File: config.mk
export PLATFORM = sky130hd
export DESIGN_NAME = dcache_line_ctrl
export DESIGN_NICKNAME = d
export VERILOG_FILES = /design/src/rtl/dcl_pkg.sv /design/src/rtl/dcl_tag_store.sv /design/src/rtl/dcl_hit_detect.sv /design/src/rtl/dcl_victim_pick.sv /design/src/rtl/dcache_line_ctrl.sv
export SDC_FILE = /design/constraint.sdc
export NUM_CORES = 1
export LEC_CHECK = 0
export BUFFER_PORTS_ARGS = -buffer_cell sky130_fd_sc_hd__buf_2
export CAP_MARGIN = 20
export CORE_MARGIN = 3
export CORE_UTILIZATION = 55
export CTS_CLUSTER_DIAMETER = 120
export DETAILED_ROUTE_END_ITERATION = 6
export PLACE_DENSITY = 0.79
export SETUP_SLACK_MARGIN = 0.02
export SLEW_MARGIN = 20
export SYNTH_ARGS = -nofsm -noshare
export SYNTH_HDL_FRONTEND = slang
export SYNTH_HIERARCHICAL = 1
export SYNTH_SLANG_ARGS = --single-unit
File: constraint.sdc
create_clock -name clk -period 9.26 [get_ports clk]
set_input_delay 2.315 -clock clk [delete_from_list [all_inputs] [get_ports clk]]
set_output_delay 2.315 -clock clk [all_outputs]
set_load 0.02 [all_outputs]
File: src/rtl/dcl_pkg.sv
package dcl_pkg;

  typedef enum logic [2:0] {
    ST_IDLE,
    ST_FILL,
    ST_WB,
    ST_WT,
    ST_PUSH
  } dcl_state_e;

  // Region attribute wins; the default applies only when no region matches.
  function automatic logic pick_mode(input logic rgn_hit,
                                     input logic rgn_cb,
                                     input logic dflt_cb);
    return rgn_hit ? rgn_cb : dflt_cb;
  endfunction

endpackage

File: src/rtl/dcl_tag_store.sv
module dcl_tag_store #(
  parameter int SETS  = 4,
  parameter int WAYS  = 4,
  parameter int TAG_W = 10,
  localparam int SET_W = $clog2(SETS),
  localparam int WAY_W = $clog2(WAYS)
) (
  input  logic                  clk,
  input  logic                  rst_n,
  input  logic                  clr_all,
  input  logic                  wr_en,
  input  logic [SET_W-1:0]      wr_set,
  input  logic [WAY_W-1:0]      wr_way,
  input  logic [TAG_W-1:0]      wr_tag,
  input  logic                  wr_v,
  input  logic                  wr_m,
  input  logic [SET_W-1:0]      rd_set,
  output logic [WAYS*TAG_W-1:0] rd_tag,
  output logic [WAYS-1:0]       rd_v,
  output logic [WAYS-1:0]       rd_m
);

  logic [TAG_W-1:0] tag_q [SETS][WAYS];
  logic [WAYS-1:0]  v_q   [SETS];
  logic [WAYS-1:0]  m_q   [SETS];

  always_ff @(posedge clk or negedge rst_n) begin
    if (!rst_n) begin
      for (int s = 0; s < SETS; s++) begin
        v_q[s] <= '0;
        m_q[s] <= '0;
      end
    end else if (clr_all) begin
      for (int s = 0; s < SETS; s++) begin
        v_q[s] <= '0;
        m_q[s] <= '0;
      end
    end else if (wr_en) begin
      v_q[wr_set][wr_way] <= wr_v;
      m_q[wr_set][wr_way] <= wr_m;
    end
  end

  always_ff @(posedge clk) begin
    if (wr_en) begin
      tag_q[wr_set][wr_way] <= wr_tag;
    end
  end

  for (genvar w = 0; w < WAYS; w++) begin : g_rd
    assign rd_tag[w*TAG_W +: TAG_W] = tag_q[rd_set][w];
  end
  assign rd_v = v_q[rd_set];
  assign rd_m = m_q[rd_set];

endmodule

File: src/rtl/dcl_hit_detect.sv
module dcl_hit_detect #(
  parameter int WAYS  = 4,
  parameter int TAG_W = 10,
  localparam int WAY_W = $clog2(WAYS)
) (
  input  logic [WAYS*TAG_W-1:0] set_tags,
  input  logic [WAYS-1:0]       set_v,
  input  logic [TAG_W-1:0]      tag_i,
  output logic                  hit_o,
  output logic [WAY_W-1:0]      hit_way_o
);

  logic [WAYS-1:0] match;

  for (genvar w = 0; w < WAYS; w++) begin : g_cmp
    assign match[w] = set_v[w] && (set_tags[w*TAG_W +: TAG_W] == tag_i);
  end

  assign hit_o = |match;

  always_comb begin
    hit_way_o = '0;
    for (int w = WAYS - 1; w >= 0; w--) begin
      if (match[w]) hit_way_o = WAY_W'(w);
    end
  end

endmodule

File: src/rtl/dcl_victim_pick.sv
module dcl_victim_pick #(
  parameter int SETS = 4,
  parameter int WAYS = 4,
  localparam int SET_W = $clog2(SETS),
  localparam int WAY_W = $clog2(WAYS)
) (
  input  logic             clk,
  input  logic             rst_n,
  input  logic [SET_W-1:0] set_i,
  input  logic [WAYS-1:0]  v_i,
  input  logic             adv_i,
  output logic [WAY_W-1:0] way_o,
  output logic             full_o
);

  logic [WAY_W-1:0] rr_q [SETS];
  logic [WAY_W-1:0] free_way;

  // Lowest-numbered invalid way wins.
  always_comb begin
    free_way = '0;
    for (int w = WAYS - 1; w >= 0; w--) begin
      if (!v_i[w]) free_way = WAY_W'(w);
    end
  end

  assign full_o = &v_i;
  assign way_o  = full_o ? rr_q[set_i] : free_way;

  always_ff @(posedge clk or negedge rst_n) begin
    if (!rst_n) begin
      for (int s = 0; s < SETS; s++) rr_q[s] <= '0;
    end else if (adv_i) begin
      rr_q[set_i] <= rr_q[set_i] + WAY_W'(1);
    end
  end

endmodule

File: src/rtl/dcache_line_ctrl.sv
module dcache_line_ctrl
  import dcl_pkg::*;
#(
  parameter int ADDR_W = 16,
  parameter int OFF_W  = 4,
  parameter int SETS   = 4,
  parameter int WAYS   = 4,
  localparam int SET_W  = $clog2(SETS),
  localparam int WAY_W  = $clog2(WAYS),
  localparam int TAG_W  = ADDR_W - OFF_W - SET_W,
  localparam int LINE_W = ADDR_W - OFF_W
) (
  input  logic              clk,
  input  logic              rst_n,
  input  logic              req_valid,
  input  logic              req_write,
  input  logic [ADDR_W-1:0] req_addr,
  input  logic              rgn_match,
  input  logic              rgn_copyback,
  input  logic              dflt_copyback,
  output logic              req_ready,
  output logic              acc_valid,
  output logic              acc_hit,
  input  logic              inv_all,
  input  logic              push_valid,
  input  logic [SET_W-1:0]  push_set,
  input  logic [WAY_W-1:0]  push_way,
  input  logic              push_keep,
  output logic              mem_req,
  output logic              mem_we,
  output logic [LINE_W-1:0] mem_addr,
  input  logic              mem_ack
);

  function automatic logic [TAG_W-1:0] tag_of(input logic [ADDR_W-1:0] a);
    return a[ADDR_W-1 -: TAG_W];
  endfunction

  function automatic logic [SET_W-1:0] set_of(input logic [ADDR_W-1:0] a);
    return a[OFF_W +: SET_W];
  endfunction

  function automatic logic [LINE_W-1:0] line_of(input logic [ADDR_W-1:0] a);
    return a[ADDR_W-1:OFF_W];
  endfunction

  dcl_state_e st_q;

  logic [SET_W-1:0]  f_set_q, p_set_q;
  logic [WAY_W-1:0]  f_way_q, p_way_q;
  logic [TAG_W-1:0]  f_tag_q, p_tag_q;
  logic              f_write_q, p_keep_q;
  logic              buf_valid_q;
  logic [LINE_W-1:0] buf_line_q, wt_line_q;
  logic              acc_valid_q, acc_hit_q;

  // Named internal events (used by the bound checker too).
  logic idle, inv_ev, push_ev, accept_ev, alloc_ev, wt_ev, cbw_hit_ev;
  logic fill_done_ev, wb_pending;

  logic [SET_W-1:0]      rd_set;
  logic [WAYS*TAG_W-1:0] rd_tag;
  logic [WAYS-1:0]       rd_v, rd_m;
  logic                  hit;
  logic [WAY_W-1:0]      hit_way, vic_way;
  logic                  vic_full, vic_v, vic_m;
  logic [TAG_W-1:0]      vic_tag, p_tag, req_tag;
  logic [SET_W-1:0]      req_set;
  logic                  p_v, p_m, cb;

  logic             wr_en, wr_v, wr_m, adv;
  logic [SET_W-1:0] wr_set;
  logic [WAY_W-1:0] wr_way;
  logic [TAG_W-1:0] wr_tag;

  assign req_tag = tag_of(req_addr);
  assign req_set = set_of(req_addr);
  assign cb      = pick_mode(rgn_match, rgn_copyback, dflt_copyback);

  assign idle      = (st_q == ST_IDLE);
  assign inv_ev    = idle && inv_all;
  assign push_ev   = idle && !inv_all && push_valid;
  assign accept_ev = idle && !inv_all && !push_valid && req_valid;

  assign rd_set = push_valid ? push_set : req_set;

  dcl_tag_store #(.SETS(SETS), .WAYS(WAYS), .TAG_W(TAG_W)) u_store (
    .clk    (clk),
    .rst_n  (rst_n),
    .clr_all(inv_ev),
    .wr_en  (wr_en),
    .wr_set (wr_set),
    .wr_way (wr_way),
    .wr_tag (wr_tag),
    .wr_v   (wr_v),
    .wr_m   (wr_m),
    .rd_set (rd_set),
    .rd_tag (rd_tag),
    .rd_v   (rd_v),
    .rd_m   (rd_m)
  );

  dcl_hit_detect #(.WAYS(WAYS), .TAG_W(TAG_W)) u_hit (
    .set_tags (rd_tag),
    .set_v    (rd_v),
    .tag_i    (req_tag),
    .hit_o    (hit),
    .hit_way_o(hit_way)
  );

  dcl_victim_pick #(.SETS(SETS), .WAYS(WAYS)) u_vic (
    .clk   (clk),
    .rst_n (rst_n),
    .set_i (req_set),
    .v_i   (rd_v),
    .adv_i (adv),
    .way_o (vic_way),
    .full_o(vic_full)
  );

  assign vic_v   = rd_v[vic_way];
  assign vic_m   = rd_m[vic_way];
  assign vic_tag = rd_tag[vic_way*TAG_W +: TAG_W];
  assign p_v     = rd_v[push_way];
  assign p_m     = rd_m[push_way];
  assign p_tag   = rd_tag[push_way*TAG_W +: TAG_W];

  assign cbw_hit_ev   = accept_ev && hit && req_write && cb;
  assign wt_ev        = accept_ev && req_write && !cb;
  assign alloc_ev     = accept_ev && !hit && (!req_write || cb);
  assign fill_done_ev = (st_q == ST_FILL) && mem_ack;
  assign wb_pending   = buf_valid_q;

  // Single write port into the tag/state arrays.
  always_comb begin
    wr_en  = 1'b0;
    wr_set = req_set;
    wr_way = '0;
    wr_tag = req_tag;
    wr_v   = 1'b0;
    wr_m   = 1'b0;
    adv    = 1'b0;
    unique case (st_q)
      ST_IDLE: begin
        if (push_ev) begin
          if (p_v && !p_m && !push_keep) begin
            wr_en  = 1'b1;
            wr_set = push_set;
            wr_way = push_way;
            wr_tag = p_tag;
          end
        end else if (cbw_hit_ev) begin
          wr_en  = 1'b1;
          wr_way = hit_way;
          wr_v   = 1'b1;
          wr_m   = 1'b1;
        end else if (alloc_ev) begin
          wr_en  = 1'b1;
          wr_way = vic_way;
          adv    = vic_full;
        end
      end
      ST_FILL: begin
        if (mem_ack) begin
          wr_en  = 1'b1;
          wr_set = f_set_q;
          wr_way = f_way_q;
          wr_tag = f_tag_q;
          wr_v   = 1'b1;
          wr_m   = f_write_q;
        end
      end
      ST_PUSH: begin
        if (mem_ack) begin
          wr_en  = 1'b1;
          wr_set = p_set_q;
          wr_way = p_way_q;
          wr_tag = p_tag_q;
          wr_v   = p_keep_q;
        end
      end
      default: ;
    endcase
  end

  always_ff @(posedge clk or negedge rst_n) begin
    if (!rst_n) begin
      st_q        <= ST_IDLE;
      buf_valid_q <= 1'b0;
      buf_line_q  <= '0;
      wt_line_q   <= '0;
      f_set_q     <= '0;
      f_way_q     <= '0;
      f_tag_q     <= '0;
      f_write_q   <= 1'b0;
      p_set_q     <= '0;
      p_way_q     <= '0;
      p_tag_q     <= '0;
      p_keep_q    <= 1'b0;
      acc_valid_q <= 1'b0;
      acc_hit_q   <= 1'b0;
    end else begin
      acc_valid_q <= accept_ev;
      acc_hit_q   <= accept_ev && hit;
      unique case (st_q)
        ST_IDLE: begin
          if (push_ev) begin
            if (p_v && p_m) begin
              st_q     <= ST_PUSH;
              p_set_q  <= push_set;
              p_way_q  <= push_way;
              p_tag_q  <= p_tag;
              p_keep_q <= push_keep;
            end
          end else if (wt_ev) begin
            st_q      <= ST_WT;
            wt_line_q <= line_of(req_addr);
          end else if (alloc_ev) begin
            st_q      <= ST_FILL;
            f_set_q   <= req_set;
            f_way_q   <= vic_way;
            f_tag_q   <= req_tag;
            f_write_q <= req_write;
            if (vic_v && vic_m) begin
              buf_valid_q <= 1'b1;
              buf_line_q  <= {vic_tag, req_set};
            end
          end
        end
        ST_FILL: if (mem_ack) st_q <= buf_valid_q ? ST_WB : ST_IDLE;
        ST_WB: begin
          if (mem_ack) begin
            buf_valid_q <= 1'b0;
            st_q        <= ST_IDLE;
          end
        end
        ST_WT:   if (mem_ack) st_q <= ST_IDLE;
        ST_PUSH: if (mem_ack) st_q <= ST_IDLE;
        default: st_q <= ST_IDLE;
      endcase
    end
  end

  assign req_ready = idle;
  assign acc_valid = acc_valid_q;
  assign acc_hit   = acc_hit_q;
  assign mem_req   = (st_q != ST_IDLE);
  assign mem_we    = (st_q != ST_FILL);

  always_comb begin
    unique case (st_q)
      ST_FILL: mem_addr = {f_tag_q, f_set_q};
      ST_WB:   mem_addr = buf_line_q;
      ST_WT:   mem_addr = wt_line_q;
      ST_PUSH: mem_addr = {p_tag_q, p_set_q};
      default: mem_addr = '0;
    endcase
  end

endmodule

==> results.json <==
{
  "status": "completed",
  "worstPathMaxFanout": 41,
  "hold_buffers": 0,
  "cp-start-kind": "primary input",
  "worst_hold_startpoint": "u_vic/rr_q[3]",
  "worst-endpoint-required_ps": 9430,
  "cts_tree": "built",
  "drive_gt1_share_pct": 24.2,
  "synth_nets": 836,
  "rsz0062_at_grt": "false",
  "grt_max_degree": 59,
  "ys_seq_elements": 260,
  "antenna_found_initial": 0,
  "ys_seq_area_share_pct": 58.9,
  "synth.area.mux_share_pct": 21.9,
  "hold_class": "reg -> reg",
  "synth-simple-area-share_pct": 7.24,
  "nNetsFinal": 852,
  "setup_violations": 0,
  "holdPathStages": 1,
  "critical-path-slowest-cell": "mux2_4",
  "synth.distinct_cells": 55,
  "h-tree-depth": 1,
  "yosys.area_share.adder_pct": 0.0807,
  "start_util_pct": 56.5,
  "synth_enable_flop_cells": 160,
  "finClkSkew_ps": 18.9,
  "ys.flop_type": "edfxtp_1",
  "grt_pass1_vias": 7321,
  "syn2layout_area_growth_pct": 9.05,
  "gp_congestion": 0.851,
  "grt_pass1_wl_um": 41400,
  "path_clk_slew_ps": 60,
  "slowest_delay_ps": 750,
  "cp_top_family": "simple AND/OR/NAND/NOR gates",
  "power_leakage_nw": 5.29,
  "drt-wirelength-per-cell_um": 23.5,
  "ir_worst_vdd_mv": 0.120,
  "insertion_delay_ps": 530,
  "drv_cap": 0,
  "clkSinkCount": 260,
  "worst_pin_slew_ps": 1040,
  "fin_crit_sh_pct": 77.5,
  "clk_path_buf_depth": 3,
  "cts.repair.resized": 0,
  "reg2reg_from": "u_store/tag_q[3][12]",
  "finalHoldViolCount": 0,
  "slew_headroom_pct": 29.9,
  "die_x_um": 156,
  "routed_via_density": 6.31,
  "synth_compound_area_share_pct": 4.81,
  "layout_common_cells": "160 x edfxtp_1, 100 x dfrtp_1, 71 x mux4_2",
  "cts_setup_buffers": 0,
  "hold_end": "u_vic/rr_q[3]",
  "via_count": 7063,
  "slew_violations": 0,
  "dpl.hpwl_um": 17500,
  "drt-total-wl_um": 26300,
  "r2r_end": "u_store/tag_q[0][25]",
  "die_h_um": 156,
  "criticalPathCategory": "in -> reg",
  "ios": 48,
  "syn_area_um2": 12400,
  "postSynthCellCount": 805,
  "final_common_cell": "edfxtp_1",
  "cts_made_buffers": 26,
  "crit_arrival_ps": 7350,
  "reg2reg_depth": 14,
  "cts.root.buffer_cell": "clkbuf_16",
  "worst-path-buf-inv": 3,
  "syn-mean-instance-area_um2": 15.4,
  "power.density_nw_per_um2": 194,
  "drc_errors": 0,
  "rows": 54,
  "final_util_pct": 61.6,
  "async_flop_share_pct": 38.5,
  "max_freq_mhz": 139,
  "ys_warn_count": 6,
  "drt_iter0_drc": 585,
  "worstSetupEndpointType": "flop",
  "grt_usage_pct": 22.0,
  "overflow": 0,
  "ant_nets": 0,
  "fin_crit_ps": 7180,
  "power_w": 0.00263,
  "worstPathCellList": "buf_2 -> mux2_4 -> mux4_2 -> xnor2_1 -> nand4_1 -> or3_1 -> nor2b_4 -> nand2_1 -> inv_1 -> nor3_1 -> a22o_1 -> a22oi_1 -> o21ai_1 -> nor3b_1 -> nand2_1 -> inv_1",
  "final.setup.tns_ps": 0,
  "dieArea_um2": 24400,
  "synthXorXnorAreaFrac_pct": 3.57,
  "drtPass1Iterations": 5,
  "n_antenna_cell": 0,
  "fp.coreArea_um2": 22000,
  "regToRegSetupSlack_ps": 4670,
  "synth_top_family_by_area": "multiplexers",
  "portBuffers": 43
}
-- worst max path at each step --
| stage | startpoint | endpoint | slack, ps | depth (start not counted) |
|---|---|---|---|---|
| floorplan | push_valid | u_store/tag_q[3][10] | 2760 | 16 |
| global placement | req_addr[4] | u_store/tag_q[1][37] | 1620 | 15 |
| detailed placement | req_addr[4] | u_store/tag_q[0][10] | 1540 | 9 |
| CTS | req_addr[4] | u_store/tag_q[2][35] | 2070 | 15 |
| global route | req_addr[4] | u_store/tag_q[1][35] | 1640 | 15 |
| finish | req_addr[4] | u_store/tag_q[0][25] | 2080 | 16 |
-- power breakdown --
group / internal [W] / leakage [nW] / switching, W
registers: 0.00129 / 2.80 / 0.0000236
clock network: 0.000597 / 0.409 / 0.000428
logic: 0.000122 / 2.08 / 0.000168
total: 0.00201 / 5.29 / 0.000619
-- area by class of cell --
| class | instances | area [um2] |
|---|---|---|
| Fill cell | 1552 | 8440 |
| Sequential cell | 260 | 7310 |
| Multi-Input combinational cell | 460 | 4670 |
| Clock buffer | 29 | 662 |
| Tap cell | 280 | 350 |
| Timing Repair Buffer | 51 | 278 |
| Clock inverter | 18 | 170 |
| Inverter | 22 | 83.8 |
-- cell usage after synthesis (5+ instances only) --
cell | instances | area [um2]
edfxtp_1 | 160 | 4800
dfrtp_1 | 100 | 2500
mux4_2 | 71 | 1600
xnor2_1 | 43 | 377
nand2b_1 | 39 | 244
mux2i_1 | 38 | 380
mux2_1 | 34 | 383
clkbuf_1 | 29 | 109
mux2_2 | 29 | 327
nor2_1 | 27 | 101
nand2_1 | 26 | 97.6
inv_1 | 21 | 78.8
buf_2 | 19 | 95.1
a22oi_1 | 18 | 135
a21oi_1 | 17 | 85.1
nand3_1 | 17 | 85.1
o21ai_0 | 14 | 70.1
a221o_1 | 12 | 120
buf_6 | 10 | 113
nand4_1 | 10 | 62.6
nor2b_1 | 6 | 37.5
a211oi_1 | 5 | 37.5
a21o_1 | 5 | 37.5
nor3_1 | 5 | 25.0
-- logic make-up after synthesis --
group | Yosys count
AND/OR/NAND/NOR | 154
buffers and inverters | 85
adder cells (fa/ha/maj) | 1
flip-flops | 260
XOR/XNOR | 48
multiplexers | 173
AO/OA/AOI/OAI | 84
-- worst reg2reg max path: stages, from the launching register on --
cell      delay, ps
edfxtp_1        360
mux4_2          550
xnor2_1         240
nand4_1         210
or3_1           380
nor2b_4         150
nand2_1         160
inv_1            80
nor3_1          330
a22o_1          210
a22oi_1          70
o21ai_1         520
nor3b_1         370
nand2_1         190
inv_1           410
-- state kept, by name (all words and copies together), names as in the netlist, 3 cells and up --
name,flops
buf_line_q,12
f_tag_q,10
p_tag_q,10
st_q,3
u_store/m_q,16
u_store/tag_q,160
u_store/v_q,16
u_vic/rr_q,8
wt_line_q,12
-- per-layer routing --
layer	global-route usage (%)	share of wire, %	up-vias
li1	-	-	3099
met5	0	0	-
met1	30.9	42	3618
met2	35.9	48	289
met4	6.96	3.1	0
met3	3.38	6.1	57
-- through the flow --
step,setup WS (ps),area [um2],std cells,hold WS (ps)
after floorplan,2760,12400,805,434
after global placement,1620,12700,1073,454
after detailed placement,1540,12700,1073,462
after CTS,2070,13500,1120,470
after global routing,1640,13500,1120,484
final,2080,13500,1120,465
No activity file was read; power rests on OpenSTA's default activity.
